`src/rtl/extint_pkg.sv`:
```
package extint_pkg;

  typedef enum logic {
    EDGE_RISE = 1'b0,
    EDGE_FALL = 1'b1
  } edge_sel_e;

  // Number of consecutive differing samples needed to accept a new level.
  function automatic int unsigned accept_cycles(input int unsigned base_cyc,
                                                input int unsigned step_cyc,
                                                input logic [2:0]  width);
    return base_cyc + 1 + step_cyc * int'(width);
  endfunction

  // Counter width large enough for the worst-case threshold.
  function automatic int unsigned count_bits(input int unsigned base_cyc,
                                             input int unsigned step_cyc);
    return $clog2(base_cyc + 2 + 7 * step_cyc);
  endfunction

endpackage

```
`src/rtl/extint_sync.sv`:
```
module extint_sync #(
  parameter int unsigned STAGES = 2
) (
  input  logic clk,
  input  logic rst_n,
  input  logic din,
  output logic dout
);
  logic [STAGES-1:0] chain_q;

  always_ff @(posedge clk or negedge rst_n) begin
    if (!rst_n) chain_q <= '0;
    else        chain_q <= {chain_q[STAGES-2:0], din};
  end

  assign dout = chain_q[STAGES-1];
endmodule

```
`src/rtl/extint_filter.sv`:
```
module extint_filter
  import extint_pkg::*;
#(
  parameter int unsigned BASE_CYC = 250,
  parameter int unsigned STEP_CYC = 250,
  parameter bit          HAS_PROG = 1'b1,
  parameter int unsigned CNT_W    = 12
) (
  input  logic       clk,
  input  logic       rst_n,
  input  logic       din,
  input  logic [2:0] min_w,
  output logic       level
);
  logic [CNT_W-1:0] need_c;
  logic [CNT_W-1:0] run_q;
  logic             differs;
  logic             accept;

  generate
    if (HAS_PROG) begin : g_prog
      assign need_c = CNT_W'(accept_cycles(BASE_CYC, STEP_CYC, min_w));
    end else begin : g_fixed
      logic [2:0] unused_w;
      assign unused_w = min_w;
      assign need_c   = CNT_W'(accept_cycles(BASE_CYC, 0, 3'd0));
    end
  endgenerate

  assign differs = (din != level);
  assign accept  = differs && (run_q >= need_c - CNT_W'(1));

  always_ff @(posedge clk or negedge rst_n) begin
    if (!rst_n) begin
      run_q <= '0;
      level <= 1'b0;
    end else if (!differs) begin
      run_q <= '0;
    end else if (accept) begin
      run_q <= '0;
      level <= din;
    end else begin
      run_q <= run_q + CNT_W'(1);
    end
  end
endmodule

```
`src/rtl/extint_edge.sv`:
```
module extint_edge
  import extint_pkg::*;
(
  input  logic      clk,
  input  logic      rst_n,
  input  logic      level,
  input  edge_sel_e sel,
  output logic      irq
);
  logic level_q;
  logic went_up;
  logic went_down;

  always_ff @(posedge clk or negedge rst_n) begin
    if (!rst_n) level_q <= 1'b0;
    else        level_q <= level;
  end

  assign went_up   = level & ~level_q;
  assign went_down = ~level & level_q;
  assign irq       = (sel == EDGE_FALL) ? went_down : went_up;
endmodule

```
`src/rtl/extint_edge_unit.sv`:
```
module extint_edge_unit
  import extint_pkg::*;
#(
  parameter int unsigned BASE_CYC   = 250,
  parameter int unsigned STEP_CYC   = 250,
  parameter logic [4:0]  EDGE_ADDR  = 5'h1F,
  parameter logic [4:0]  LEVEL_ADDR = 5'h0F,
  parameter logic [4:0]  WIDTH_ADDR = 5'h17
) (
  input  logic       clk,
  input  logic       rst_n,
  input  logic       pin_gen,
  input  logic       pin_vs,
  input  logic [4:0] reg_addr,
  input  logic       reg_wr,
  input  logic [3:0] reg_wdata,
  output logic [3:0] reg_rdata,
  output logic       irq_gen,
  output logic       irq_vs
);
  localparam int unsigned CNT_W = count_bits(BASE_CYC, STEP_CYC);

  edge_sel_e  sel_gen_q, sel_vs_q;
  logic [2:0] width_q;
  logic       gen_sync, vs_sync;
  logic       gen_level, vs_level;
  logic       wr_edge, wr_width;

  assign wr_edge  = reg_wr && (reg_addr == EDGE_ADDR);
  assign wr_width = reg_wr && (reg_addr == WIDTH_ADDR);

  always_ff @(posedge clk or negedge rst_n) begin
    if (!rst_n) begin
      sel_gen_q <= EDGE_RISE;
      sel_vs_q  <= EDGE_RISE;
      width_q   <= '0;
    end else begin
      if (wr_edge) begin
        sel_gen_q <= edge_sel_e'(reg_wdata[0]);
        sel_vs_q  <= edge_sel_e'(reg_wdata[2]);
      end
      if (wr_width) width_q <= reg_wdata[2:0];
    end
  end

  always_comb begin
    reg_rdata = 4'h0;
    unique case (reg_addr)
      EDGE_ADDR:  reg_rdata = {1'b0, sel_vs_q, 1'b0, sel_gen_q};
      LEVEL_ADDR: reg_rdata = {1'b0, vs_level, 1'b0, gen_level};
      WIDTH_ADDR: reg_rdata = {1'b0, width_q};
      default:    reg_rdata = 4'h0;
    endcase
  end

  extint_sync #(.STAGES(2)) u_sync_gen (
    .clk(clk), .rst_n(rst_n), .din(pin_gen), .dout(gen_sync));
  extint_sync #(.STAGES(2)) u_sync_vs (
    .clk(clk), .rst_n(rst_n), .din(pin_vs), .dout(vs_sync));

  extint_filter #(.BASE_CYC(BASE_CYC), .STEP_CYC(STEP_CYC),
                  .HAS_PROG(1'b1), .CNT_W(CNT_W)) u_filt_gen (
    .clk(clk), .rst_n(rst_n), .din(gen_sync), .min_w(width_q),
    .level(gen_level));
  extint_filter #(.BASE_CYC(BASE_CYC), .STEP_CYC(STEP_CYC),
                  .HAS_PROG(1'b0), .CNT_W(CNT_W)) u_filt_vs (
    .clk(clk), .rst_n(rst_n), .din(vs_sync), .min_w(width_q),
    .level(vs_level));

  extint_edge u_edge_gen (
    .clk(clk), .rst_n(rst_n), .level(gen_level), .sel(sel_gen_q), .irq(irq_gen));
  extint_edge u_edge_vs (
    .clk(clk), .rst_n(rst_n), .level(vs_level), .sel(sel_vs_q), .irq(irq_vs));
endmodule

```
`config.mk`:
```
export PLATFORM = sky130hd
export DESIGN_NAME = extint_edge_unit
export DESIGN_NICKNAME = d
export VERILOG_FILES = /design/src/rtl/extint_pkg.sv /design/src/rtl/extint_sync.sv /design/src/rtl/extint_filter.sv /design/src/rtl/extint_edge.sv /design/src/rtl/extint_edge_unit.sv
export SDC_FILE = /design/constraint.sdc
export NUM_CORES = 1
export LEC_CHECK = 0
export ABC_AREA = 1
export BUFFER_PORTS_ARGS = -buffer_cell sky130_fd_sc_hd__buf_2
export CORE_UTILIZATION = 35
export DETAILED_ROUTE_END_ITERATION = 10
export GPL_TIMING_DRIVEN = 0
export PLACE_DENSITY = 0.66
export SLEW_MARGIN = 25
export SYNTH_ARGS = -nofsm -noshare
export SYNTH_HDL_FRONTEND = slang
export SYNTH_SLANG_ARGS = --single-unit
```
`constraint.sdc`:
```
create_clock -name clk -period 3.2 [get_ports clk]
set_input_delay 0.16 -clock clk [delete_from_list [all_inputs] [get_ports clk]]
set_output_delay 0.16 -clock clk [all_outputs]
set_load 0.005 [all_outputs]
```
## After elaboration in Yosys (flattened, before gate mapping)

Cells that the tools add are included.

- Add/sub/neg operators: 4
- Multiply operators: 1
- Magnitude comparators: 2
- Equality and inequality tests: 5
- Mux-type cells: 7
- Bitwise gates (word level): 8
- Reductions and logical operators: 6

Operators by type and width:

| cell | count |
|---|---|
| $mux 11 | 4 |
| $add 11x1->11 const B | 2 |
| $add 8x11->11 const A | 1 |
| $ge 11x11->1 | 1 |
| $ge 11x8->1 const B | 1 |
| $sub 11x1->11 const B | 1 |
| $eq 5x5->1 const B | 2 |
| $mul 7x3->10 const A | 1 |
| $pmux 3 s3 | 1 |
| $eq 5x4->1 const B | 1 |
| $and 1x1->1 | 4 |
| $logic_and 1x1->1 | 4 |
| $not 1->1 | 4 |
| $reduce_and 2->1 | 2 |
| $mux 1 | 2 |
| $ne 1x1->1 | 2 |

- Register bits: 35
- Input bits: 14
- Output and inout port bits: 6
- Word-level logic and storage cells: 44

## Depth between registers and ports, before layout

Gate-level depths: netlist (run 1).

- Word-level depth: 7
- Depth in mapped cells: 19
- Depth with buffers taken out: 19

## By module

Synthesis (run 1) repeated with hierarchy kept, for this count alone.

- Cell total of the unflattened synthesis: 289
- Area total of the unflattened synthesis: 2407.3 µm²

Modules (own cells, without submodules):

| module | instances | cells an instance | area each (µm²) | sequential area each (µm²) |
|---|---|---|---|---|
| extint_filter (u_filt_gen) | 1 | 167 | 1287.5 | 300.3 |
| extint_filter (u_filt_vs) | 1 | 64 | 613.1 | 300.3 |
| extint_edge_unit | 1 | 40 | 306.5 | 125.1 |
| extint_edge | 2 | 7 | 50.0 | 25.0 |
| extint_sync | 2 | 2 | 50.0 | 50.0 |

## Worst setup path after synthesis (run 1)

Ideal clock, no wire load.

- Path kind: reg-to-reg
- Start point: reg width_q[0]
- End point: reg u_filt_gen.level
- Setup time: 0.117 ns
- Arrival time: 3.391 ns
- Required time: 3.083 ns
- Setup slack: -0.308 ns
- Stages on the path, launching flop included: 18
- Path buffers: 0
- Clock period less this slack: 3.508 ns
- Cells stage by stage: dfrtp_1 > fa_1 > fa_1 > inv_1 > fa_1 > inv_1 > nor2_1 > nand3_1 > inv_1 > nand2_2 > nand2_1 > xor2_1 > ha_1 > a21o_1 > a21oi_1 > nand2_1 > nand2_1 > nand2_1

- Longest elaborated chain between the ends: 6

Ends and longest elaborated chain:

| element | RTL line | source |
|---|---|---|
| from (decl) | extint_edge_unit.sv:24 | `logic [2:0] width_q;` |
| from (signal assigned) | extint_edge_unit.sv:42 | `if (wr_width) width_q <= reg_wdata[2:0];` |
| $mul 7x3->10 | extint_pkg.sv:12 | `return base_cyc + 1 + step_cyc * int'(width);` |
| $add 8x11->11 | extint_pkg.sv:12 |  |
| $sub 11x1->11 | extint_filter.sv:31 | `assign accept = differs && (run_q >= need_c - CNT_W'(1));` |
| $ge 11x11->1 | extint_filter.sv:31 |  |
| $logic_and 1x1->1 | extint_filter.sv:31 |  |
| $reduce_and 2->1 (no line) | n/a |  |
| to (signal assigned) | extint_filter.sv:41 | `level <= din;` |
| to (decl) | extint_filter.sv:13 | `output logic level` |

Every way passes these cells.
A chain may end at the register's enable or synchronous reset.

## Final worst setup path (run 1)

Same ends and word-level chain as after synthesis.

==> results of run 1 <==
-- metrics by stage --
stage                     power [W]  utilization (%)  instance area, um^2  setup TNS (ns)
after floorplan             0.00105                -                 2210          -0.562
after CTS                   0.00163             43.9                 2630           -2.82
after global placement      0.00117             39.9                 2390           -4.10
after detailed placement    0.00119             39.9                 2390           -4.80
after global routing        0.00178             44.6                 2670           -5.65
final                       0.00163             44.6                 2670           -3.18
-- layout make-up --
type                       count  area (um^2)
timing repair buffer          29          183
fill                         587         3320
multi-input combinational    192         1280
inverter                      33          124
buffer                         1         7.51
sequential                    35          880
clock buffer                   8          100
tap                           75         93.8
-- how the worst max path moves through the flow --
stage / end / cells past startpoint
final: u_filt_gen.level / 19
after global routing: u_filt_gen.level / 17
after CTS: u_filt_gen.run_q[5] / 16
after detailed placement: u_filt_gen.run_q[10] / 16
after global placement: u_filt_gen.run_q[10] / 16
after floorplan: u_filt_gen.level / 17
-- routing by layer --
metal | GRT usage, % | vias to the layer above
met5 | 0 | -
li1 | - | 901
met1 | 16.2 | 790
met2 | 22.9 | 14
met4 | 3.75 | 0
met3 | 3.37 | 3
-- registers in the layout (all words and copies together), names as in the netlist --
register,count
sel_gen_q,1
sel_vs_q,1
u_edge_gen.level_q,1
u_edge_vs.level_q,1
u_filt_gen.level,1
u_filt_gen.run_q,11
u_filt_vs.level,1
u_filt_vs.run_q,11
u_sync_gen.chain_q,2
u_sync_vs.chain_q,2
width_q,3
-- cell usage after synthesis --
cell type  instances
or2_4              1
nand3_4            1
nor2_1            33
conb_1             1
a21oi_1           11
fa_1               4
nor4_2             1
ha_1              21
nor3_1             7
nor3_2             1
nor3b_1            1
a21o_1             2
nand3_2            1
o221ai_1           1
o211ai_1           1
nand4_1            3
dfrtp_1           35
xnor2_1            5
o21ai_0           10
nand3b_1           3
or2_2              1
nor2_2             2
nand3_1           12
inv_1             33
buf_4              1
xor2_1            12
nand2_2            2
nand2_1           51
-- cell families (layout without fill, tap and decap cells) --
kind of cell,after synthesis,count (layout),synth area share (%)
xor gates and xnor gates,17,17,6.80
other,1,4,0.171
adders and majority gates,25,25,15.7
DFF,35,35,40.0
and+or+nand+nor,120,121,25.1
buffers and inverters,34,71,6.00
AOI/OAI and AO/OA,25,25,6.23
-- timing repair --
action / 4_1_cts / 5_1_grt
buffers inserted: 7 / 2
hold buffers: 3 / 0
pin swaps: 4 / 2
gates cloned: 1 / 0
endpoints found under the setup margin: 12 / 12
endpoints found under the hold margin: 37 / 0
gates resized for setup: 7 / 7
-- critical path: stages, from the launching register on --
cell	delay [ns]
dfrtp_2	0.47
buf_4	0.16
ha_1	0.19
ha_2	0.19
fa_2	0.37
inv_2	0.06
fa_1	0.42
inv_2	0.09
nor2_1	0.04
nand3_1	0.08
inv_1	0.06
nand2_2	0.07
nand2_2	0.05
xor2_1	0.16
ha_1	0.30
a21o_1	0.19
a21oi_4	0.26
buf_4	0.16
nand3_1	0.07
nand2_1	0.07
-- power by group through the flow --
stage          logic, W  clock network (W)  registers, W
2_1_floorplan  0.000524                  0      0.000522
3_3_place_gp   0.000640                  0      0.000534
3_5_place_dp   0.000658                  0      0.000536
4_1_cts        0.000752           0.000356      0.000526
5_1_grt        0.000873           0.000371      0.000533
6_report       0.000761           0.000344      0.000526
==> impl_metrics.env, run 1 <==
export IMPL_vias=1708
export IMPL_core_area_um2=5990
export IMPL_hold_depth=3
export IMPL_rsz0062_at_grt="true"
export IMPL_synth_seq_area_share_pct=40.0
export IMPL_start_kind="register"
export IMPL_outcome="finished, violations left"
export IMPL_power_density_nw_per_um2=611
export IMPL_synth_top_cells_by_area="dfrtp_1 (40%), ha_1 (12%), nand2_1 (8.7%), inv_1 (5.7%), nor2_1 (5.7%)"
export IMPL_syn_area_um2=2190
export IMPL_p_int_w=0.00102
export IMPL_tightestPinTransition_ns=0.756
export IMPL_whs_ns=0.119
export IMPL_min_delay_start="reg_wdata[1]"
export IMPL_most_common_layout_cells="nand2_1 (49), dfrtp_1 (32), inv_1 (31)"
export IMPL_wire_per_inst_um=10.5
export IMPL_period_minus_slack_ns=3.50
export IMPL_r2r_slack_ns=-0.30
export IMPL_criticalPathCategory="register to register"
export IMPL_worstPathRequired_ns=3.43
export IMPL_max_cap_violations=0
export IMPL_p_seq_share_pct=32.2
export IMPL_hold_violations=0
export IMPL_insertion_delay_ns=0.29
export IMPL_dr_first_iter_drc_count=41
export IMPL_nets=336
export IMPL_setup_worst_path_end_class="register"
export IMPL_grt_max_degree=36
export IMPL_vdd_drop_max_mv=0.337
export IMPL_dieArea_um2=6570
export IMPL_pre_cts_ws_ns=-0.420
export IMPL_power_frac_clock_pct=21.1
export IMPL_io_pins=20
export IMPL_layout_drive_gt1_share_pct=21.5
export IMPL_antenna_found_initial=0
export IMPL_htree_levels=2
export IMPL_dp_cells=352
export IMPL_crit_path_start="width_q[0]"
export IMPL_grt_pass1_vias=1609
export IMPL_worstPathArrival_ns=3.73
export IMPL_mostFrequentLayoutCell="nand2_1"
export IMPL_drt_wl_total_mm=3.93
export IMPL_postSynthCellCount=257
export IMPL_hold_end="width_q[1]"
export IMPL_ant_nets=0
export IMPL_globalplace_congestion=0.780
export IMPL_yosysUniqueCellTypes=28
export IMPL_viasPerCell=4.58
export IMPL_wl_met2_mm=1.95
export IMPL_dr_pass1_iters=4
export IMPL_clk_path_buf_depth=2
export IMPL_ff2ff_path_depth=19
export IMPL_skew_ns=0.00362
export IMPL_reg2reg_to="u_filt_gen.level"
export IMPL_synth_largest_area_cell="dfrtp_1"
export IMPL_r2r_start="width_q[0]"
export IMPL_netlist_area_leader_share_pct=40.0
export IMPL_drc=0
export IMPL_min_period_over_period_pct=109
export IMPL_dr_wl_met3_um=104
export IMPL_finalSetupViolations=12
export IMPL_violations="setup timing"
export IMPL_drv_slew=0
export IMPL_grt_overflow_total=0
export IMPL_fmax_ghz=0.286
export IMPL_clockRootBuffer="clkbuf_8"
export IMPL_cts_buffers=5
export IMPL_cts_sinks=35
export IMPL_layout_cells_non_filler=373
export IMPL_diodes=0
export IMPL_p_switching_w=0.000614
export IMPL_avgSynthCellArea_um2=8.51
export IMPL_start_util_pct=36.5
export IMPL_timing_final_ws_setup_ns=-0.302
export IMPL_synth_ff_latch_count=35
export IMPL_routed_top_layer="met4"
export IMPL_grt_pass1_wl_mm=6.71
export IMPL_dieWidth_um=81.1
export IMPL_wl_met1_mm=1.84
export IMPL_fp_row_count=28
export IMPL_track_usage_pct=13.2
export IMPL_synth_warnings=0
export IMPL_die_h_um=81.1
export IMPL_area_growth_syn_to_layout_pct=22.0
export IMPL_hold_class="input port to register"
export IMPL_clk_pin_slew_ns=0.06
export IMPL_leakagePower_nw=1.30
export IMPL_critPathMaxFanout=4
export IMPL_cts_tree="yes"
export IMPL_numPortBuffers=17
export IMPL_pwr_share_comb_pct=46.7
export IMPL_slew_headroom_pct=49.6
export IMPL_sw_frac_of_total_pct=37.7
export IMPL_dp_hpwl_mm=2.93
No activity file was read; power rests on OpenSTA's default activity.
==> inputs of run 2 (changes only) <==
- ABC_AREA: 1 -> not set
==> impl_metrics.env, run 2 <==
export IMPL_syn_area_um2=2160
export IMPL_setup_tns_final_ns=-3.47
export IMPL_postSynthCellCount=213
export IMPL_clk_path_buf_depth=2
export IMPL_die_h_um=80.6
export IMPL_track_usage_pct=13.2
export IMPL_synth_top_family_by_area="simple AND/OR/NAND/NOR gates"
export IMPL_dr_first_iter_drc_count=36
export IMPL_synth_warnings=0
export IMPL_insertion_delay_ns=0.29
export IMPL_slew_headroom_pct=48.8
export IMPL_viasPerCell=4.63
export IMPL_power_frac_clock_pct=16.8
export IMPL_ant_nets=0
export IMPL_fmax_ghz=0.283
export IMPL_grt_pass1_wl_mm=6.46
export IMPL_violations="setup timing"
export IMPL_max_cap_violations=0
export IMPL_async_flop_share_pct=100
export IMPL_cts_buffers=5
export IMPL_p_seq_share_pct=27.6
export IMPL_synth_edff_count=0
export IMPL_cp_depth=12
export IMPL_area_growth_syn_to_layout_pct=25.3
export IMPL_synth_compound_area_share_pct=8.81
export IMPL_rsz0062_at_grt="true"
export IMPL_timing_final_ws_setup_ns=-0.329
export IMPL_top_regs="u_filt_gen.run_q (11), u_filt_vs.run_q (11), width_q (3)"
export IMPL_pwr_share_comb_pct=55.6
export IMPL_antenna_found_initial=0
export IMPL_cts_sinks=35
export IMPL_p_switching_w=0.000716
export IMPL_dieArea_um2=6490
export IMPL_dr_pass1_iters=4
export IMPL_tightestPinTransition_ns=0.768
export IMPL_fp_row_count=28
export IMPL_criticalPathCategory="register to register"
export IMPL_fill_cells=544
export IMPL_start_kind="register"
export IMPL_drv_slew=0
export IMPL_avgSynthCellArea_um2=10.1
export IMPL_synthAdderAreaFrac_pct=15.9
export IMPL_most_common_layout_cells="dfrtp_1 (32), nor2_1 (26), ha_1 (19)"
export IMPL_finalSetupViolations=12
export IMPL_slowest_stage="fa_2"
export IMPL_synth_top_cells_by_area="dfrtp_1 (41%), ha_1 (12%), xor2_1 (5.7%), nor2_1 (5.2%), xnor2_1 (4.5%)"
export IMPL_diodes=0
export IMPL_dieWidth_um=80.6
export IMPL_synth_seq_area_share_pct=40.6
export IMPL_ff2ff_path_depth=12
export IMPL_sw_frac_of_total_pct=37.5
export IMPL_p_int_w=0.00119
export IMPL_leakagePower_nw=1.29
export IMPL_yosys_top_cells_count="dfrtp_1 (35), nor2_1 (30), ha_1 (21)"
export IMPL_muxShareOfSynthArea_pct=4.52
export IMPL_hold_depth=3
export IMPL_period_minus_slack_ns=3.53
export IMPL_worstPathRequired_ns=3.37
export IMPL_placed_area_um2=2370
export IMPL_synth_largest_area_cell="dfrtp_1"
export IMPL_vias=1543
export IMPL_crit_family="adder cells"
export IMPL_grt_overflow_total=0
export IMPL_dp_hpwl_mm=2.69
export IMPL_hold_class="input port to register"
export IMPL_io_pins=20
export IMPL_min_delay_start="reg_wdata[1]"
export IMPL_synth_simple_area_share_pct=15.9
export IMPL_skew_ns=0.00843
export IMPL_synthFlopType="dfrtp_1"
export IMPL_synth_most_common_cell="dfrtp_1"
export IMPL_htree_levels=2
export IMPL_layout_drive_gt1_share_pct=28.7
export IMPL_dp_cells=307
export IMPL_synth_ff_latch_count=35
export IMPL_pre_cts_ws_ns=-0.535
export IMPL_mostFrequentLayoutCell="dfrtp_1"
export IMPL_critPathMostFrequentCell="fa_2"
export IMPL_drt_wl_total_mm=4.06
export IMPL_grt_pass1_vias=1447
export IMPL_yosys_area_share_xor_xnor_pct=11.2
export IMPL_nets=297
export IMPL_cts_tree="yes"
export IMPL_vdd_drop_max_mv=0.433
export IMPL_min_period_over_period_pct=110
export IMPL_yosysUniqueCellTypes=37
export IMPL_r2r_start="width_q[0]"
export IMPL_clockRootBuffer="clkbuf_8"
export IMPL_clk_pin_slew_ns=0.06
export IMPL_power_density_nw_per_um2=705
export IMPL_netlist_area_leader_share_pct=40.6
export IMPL_cpPeakStageDelay_ns=0.51
export IMPL_globalplace_congestion=0.722
export IMPL_worst_path_buf_inv=1
export IMPL_critPathMaxFanout=4
export IMPL_hold_violations=0
export IMPL_path_cells="fa_2 -> fa_2 -> inv_2 -> fa_1 -> and3b_2 -> a21oi_4 -> xnor2_2 -> ha_1 -> a21o_1 -> a21oi_2 -> o21ai_2 -> mux2_4"
export IMPL_setup_worst_path_end_class="register"
export IMPL_crit_path_start="width_q[0]"
export IMPL_outcome="finished, violations left"
export IMPL_grt_max_degree=36
export IMPL_wire_per_inst_um=12.2
export IMPL_worstPathArrival_ns=3.70
export IMPL_core_area_um2=5920
export IMPL_layout_cells_non_filler=333
export IMPL_numPortBuffers=16
export IMPL_start_util_pct=36.5
export IMPL_drc=0
export IMPL_final_cell_area_um2=2710
[run 2: area by class of cell]
cell class / instances / area (um^2) / share of cell area [%]
clock inverter: 1 / 5.00 / 0.185
timing repair buffer: 35 / 250 / 9.25
multi-input combinational: 168 / 1340 / 49.6
sequential: 35 / 880 / 32.5
inverter: 10 / 37.5 / 1.39
tap: 75 / 93.8 / 3.47
clock buffer: 6 / 82.6 / 3.05
buffer: 3 / 15.0 / 0.555
[run 2: path summary, 6_finish.rpt]
kind | endpoint | slack [ns]
min | width_q[1] | 0.08
max in group asynchronous | width_q[1] | 2.18
min reg2reg | u_sync_gen.chain_q[1] | 0.35
max reg2reg | u_filt_gen.level | -0.33
max | u_filt_gen.level | -0.33
min in group asynchronous | u_filt_gen.run_q[9] | 0.49
[run 2: worst min-delay path, delay by kind of cell]
kind            cells  cell delay [ns]
simple gates        1             0.03
compound gates      1             0.06
buf+inv             1             0.07
[run 2: logic make-up (layout without fill, tap and decap cells)]
| logic type | Yosys count | in the layout |
|---|---|---|
| AO/OA/AOI/OAI | 30 | 31 |
| XOR/XNOR | 26 | 26 |
| adder cells (fa/ha/maj) | 25 | 25 |
| buffers and inverters | 14 | 55 |
| flip-flops | 35 | 35 |
| multiplexers | 9 | 9 |
| other | 1 | 4 |
| AND/OR/NAND/NOR | 73 | 73 |
[run 2: timing repair]
| action | 4_1_cts | 5_1_grt |
|---|---|---|
| hold endpoints to repair | 37 | 0 |
| hold buffers | 3 | 0 |
| setup buffers | 11 | 5 |
| endpoints found under the setup margin | 12 | 12 |
| pin swaps | 16 | 7 |
| gates cloned | 1 | 0 |
| gates resized for setup | 13 | 8 |
[run 2: per-layer routing]
layer,GRT usage (%),routed length [um],vias to the layer above
li1,-,-,802
met5,0,0,-
met4,4.46,36,0
met2,22.0,2000,17
met1,16.5,1920,721
met3,3.41,97,3
[run 2: power by group through the flow]
stage / Sequential (W) / Combinational [W] / Clock (W)
detailed placement: 0.000539 / 0.000790 / 0
finish: 0.000528 / 0.00106 / 0.000320
global route: 0.000531 / 0.00117 / 0.000348
global placement: 0.000537 / 0.000780 / 0
CTS: 0.000528 / 0.000966 / 0.000331
floorplan: 0.000523 / 0.000664 / 0
[run 2: stage by stage]
stage	hold WS [ns]	util [%]	total power (W)
2_1_floorplan	-0.136	-	0.00119
3_3_place_gp	0.270	40.0	0.00132
3_5_place_dp	0.271	40.0	0.00133
4_1_cts	0.0761	44.3	0.00183
5_1_grt	0.113	45.7	0.00205
6_report	0.0821	45.7	0.00191
